==> src/rtl/smc_carry_chain.sv <==
module smc_carry_chain #(
    parameter int DIGITS = 16,
    localparam int W = 4 * DIGITS
) (
    input  logic [W-1:0]      opa,
    input  logic [W-1:0]      opb,
    output logic [DIGITS-1:0] grp_gen,
    output logic [DIGITS-1:0] grp_all9
);

    logic [DIGITS-1:0] dgen;
    logic [DIGITS-1:0] dprop;

    for (genvar i = 0; i < DIGITS; i++) begin : g_dig
        logic [4:0] dsum;
        assign dsum     = {1'b0, opa[4*i +: 4]} + {1'b0, opb[4*i +: 4]};
        assign dgen[i]  = (dsum >= 5'd10);
        assign dprop[i] = (dsum >= 5'd9);

        if (i == 0) begin : g_lsd
            assign grp_gen[i]  = dgen[i];
            assign grp_all9[i] = dprop[i];
        end else begin : g_up
            assign grp_gen[i]  = dgen[i] | (dprop[i] & grp_gen[i-1]);
            assign grp_all9[i] = dprop[i] & grp_all9[i-1];
        end
    end

endmodule

==> config.mk <==
export PLATFORM = sky130hd
export DESIGN_NAME = smc_carry_chain
export DESIGN_NICKNAME = d
export VERILOG_FILES = /design/src/rtl/smc_carry_chain.sv
export SDC_FILE = /design/constraint.sdc
export NUM_CORES = 1
export LEC_CHECK = 0
export ABC_CLOCK_PERIOD_IN_PS = 3770
export BUFFER_PORTS_ARGS = -buffer_cell sky130_fd_sc_hd__buf_2
export CAP_MARGIN = 0
export CORE_MARGIN = 2
export CORE_UTILIZATION = 47
export DETAILED_ROUTE_END_ITERATION = 10
export PLACE_DENSITY_LB_ADDON = 0.05
export SETUP_SLACK_MARGIN = 0.2
export SYNTH_ARGS = -nofsm -noshare
export SYNTH_HDL_FRONTEND = slang
export SYNTH_SLANG_ARGS = --single-unit
export TNS_END_PERCENT = 10
==> constraint.sdc <==
create_clock -name vclk -period 3.77
set_input_delay 0.1885 -clock vclk [all_inputs]
set_output_delay 0.1885 -clock vclk [all_outputs]
set_load 0.01 [all_outputs]
==> impl_metrics.py <==
metrics = {
    "synthesis": {
        "ys_seq_area_frac": 0,
        "muxShareOfSynthArea": 0,
        "synth_nets": 521,
        "syn-cell-area_um2": 2710,
        "syn_inst": 313,
        "syn_area_per_cell_um2": 8.64,
        "ys_warn_count": 0,
        "synth_compound_area_frac": 0.333,
        "synth_adder_area_share": 0.414,
        "synth_xor_area_frac": 0.0809,
        "yosys.area_share.simple": 0.156,
        "synth_top_family_by_area": "adder cells",
        "synth_cell_types": 51,
    },
    "drt": {
        "drc_errors": 0,
        "drt_iter0_markers": 26,
        "ant_nets": 0,
        "routedWlPerCell_um": 12.5,
        "drt_pass1_iterations": 4,
        "routed_via_density": 5.42,
        "vias": 2955,
        "wl_mm": 6.81,
    },
    "floorplanning": {
        "row_count": 27,
        "die_x_um": 79.9,
        "die_h_um": 79.9,
        "dieArea_um2": 6380,
        "io_pins": 160,
        "start_util": 0.488,
        "core_um2": 5540,
    },
    "finish": {
        "fin_nets": 683,
        "clock_buffers": 0,
        "seq_area_um2": 0,
        "syn2layout_area_growth_pct": 33.2,
        "drive_above_1_share": 0.393,
        "n_antenna_cell": 0,
        "post-route-util": 0.650,
        "final_common_cell": "buf_2",
        "final_cell_mix": "160 x buf_2, 64 x ha_1, 27 x a21oi_1",
        "design_area_um2": 3600,
        "design.seq.count": 0,
    },
    "clock_network": {
        "holdBufCountCts": 0,
        "cts.repair.resized": 0,
        "cts_setup_buffers": 0,
    },
    "sta": {
        "timing.setup.tns_ps": 0,
        "worst_pin_slew_ps": 566,
        "rsz0062_at_grt": "true",
        "timing.slew.headroom": 0.620,
        "fmax_mhz": 292,
        "setup_viol": 0,
        "fin_crit_sh": 0.908,
        "hold_viol": 0,
        "period_needed_ps": 3420,
        "slew_viol_final": 0,
    },
    "global_routing": {
        "grt_pass1_vias": 2824,
        "grt_max_degree": 5,
        "grt.overflow.total": 0,
        "antenna_found_initial": 0,
        "grt_usage": 0.207,
        "grt_pass1_wl_mm": 11.2,
    },
    "power_and_ir_drop": {
        "vdd_drop_max_v": 0.000111,
        "internal_power_mw": 0.315,
        "p_sw_mw": 0.354,
        "power_leakage_nw": 1.97,
        "pwr-share-clk": 0,
        "swShare": 0.529,
        "seqPwrFrac": 0,
        "combPwrFrac": 1.000,
        "powerDensity_nw_per_um2": 186,
    },
    "min_path": {
        "hold_path.class": "in2out",
    },
    "worst_setup_path": {
        "endpoint_kind": "primary output",
        "cp.required_ps": 3580,
        "critPathMaxFanout": 4,
        "startpoint_type": "input pin",
        "critPathKind": "in2out",
        "cp.arrival_ps": 3230,
    },
    "run_status": {
        "status": "completed",
    },
    "flow_run": {
        "drv_cap": 0,
    },
    "placement": {
        "placed_cell_area_um2": 3600,
        "post-dp-hpwl_mm": 6.34,
        "port_buffers": 160,
        "place_congestion": 0.801,
    },
}
## cells in the mapped netlist (6+ instances only)
| cell | n | area, um^2 |
|---|---|---|
| nand2_1 | 10 | 37.5 |
| o21ba_2 | 6 | 60.1 |
| ha_1 | 64 | 801 |
| fa_1 | 16 | 320 |
| inv_1 | 11 | 41.3 |
| o31ai_1 | 6 | 45.0 |
| xnor2_1 | 10 | 87.6 |
| a211oi_1 | 6 | 45.0 |
| a21o_1 | 24 | 180 |
| nor2_1 | 23 | 86.3 |
| nor3_1 | 10 | 50.1 |
| o21ai_0 | 14 | 70.1 |
| and2_1 | 7 | 43.8 |
| o21a_1 | 6 | 45.0 |
| xor2_1 | 15 | 131 |
| a21oi_1 | 27 | 135 |
## power by group through the flow
| stage | combinational (mW) | clock (mW) | sequential, mW |
|---|---|---|---|
| 6_report | 0.669 | 0 | 0 |
| 5_1_grt | 0.752 | 0 | 0 |
| 4_1_cts | 0.669 | 0 | 0 |
| 3_5_place_dp | 0.665 | 0 | 0 |
| 3_3_place_gp | 0.653 | 0 | 0 |
| 2_1_floorplan | 0.446 | 0 | 0 |
## path summary, 6_finish.rpt
kind / from / end / depth (start not counted)
hold / removal: opb[55] / grp_gen[13] / 5
setup / recovery: opa[0] / grp_all9[15] / 13
## per-stage QoR
step / setup WS, ps / hold slack [ps] / std cells / total power [mW]
after global routing: 173 / 867 / 545 / 0.752
after floorplan: 544 / 629 / 313 / 0.446
after global placement: 393 / 829 / 545 / 0.653
final: 347 / 840 / 545 / 0.669
after CTS: 240 / 838 / 545 / 0.669
after detailed placement: 258 / 827 / 545 / 0.665
## logic make-up after synthesis
| group | count (synthesis) |
|---|---|
| xor gates and xnor gates | 25 |
| and+or+nand+nor | 76 |
| AOI/OAI and AO/OA | 121 |
| buffers and inverters | 11 |
| adders and majority gates | 80 |
## layer usage
layer  vias up  wire, um  share of wire  GRT usage
met2       103      3410           0.50      0.423
met5         -         0              0          0
met4         0        70          0.010     0.0220
li1       1525         -              -          -
met3         6       612          0.090     0.0373
met1      1321      2720           0.40      0.224
## worst max-delay path, cell delays in order
cell and delay [ps]:
buf_2 100, ha_1 230, fa_1 420, xor2_1 210, nor3_1 100, o31ai_4 230
and4_4 290, and4_4 210, nor3b_4 220, or3b_1 400, o21bai_4 210, nor4_4 260
buf_2 160
## cell type report
type / count / area [um^2]
fill: 521 / 1940
inverter: 11 / 41.3
multi-input combinational: 302 / 2670
tap: 72 / 90.1
timing repair buffer: 160 / 801
Note: power is estimated with default switching activity, not from simulation.
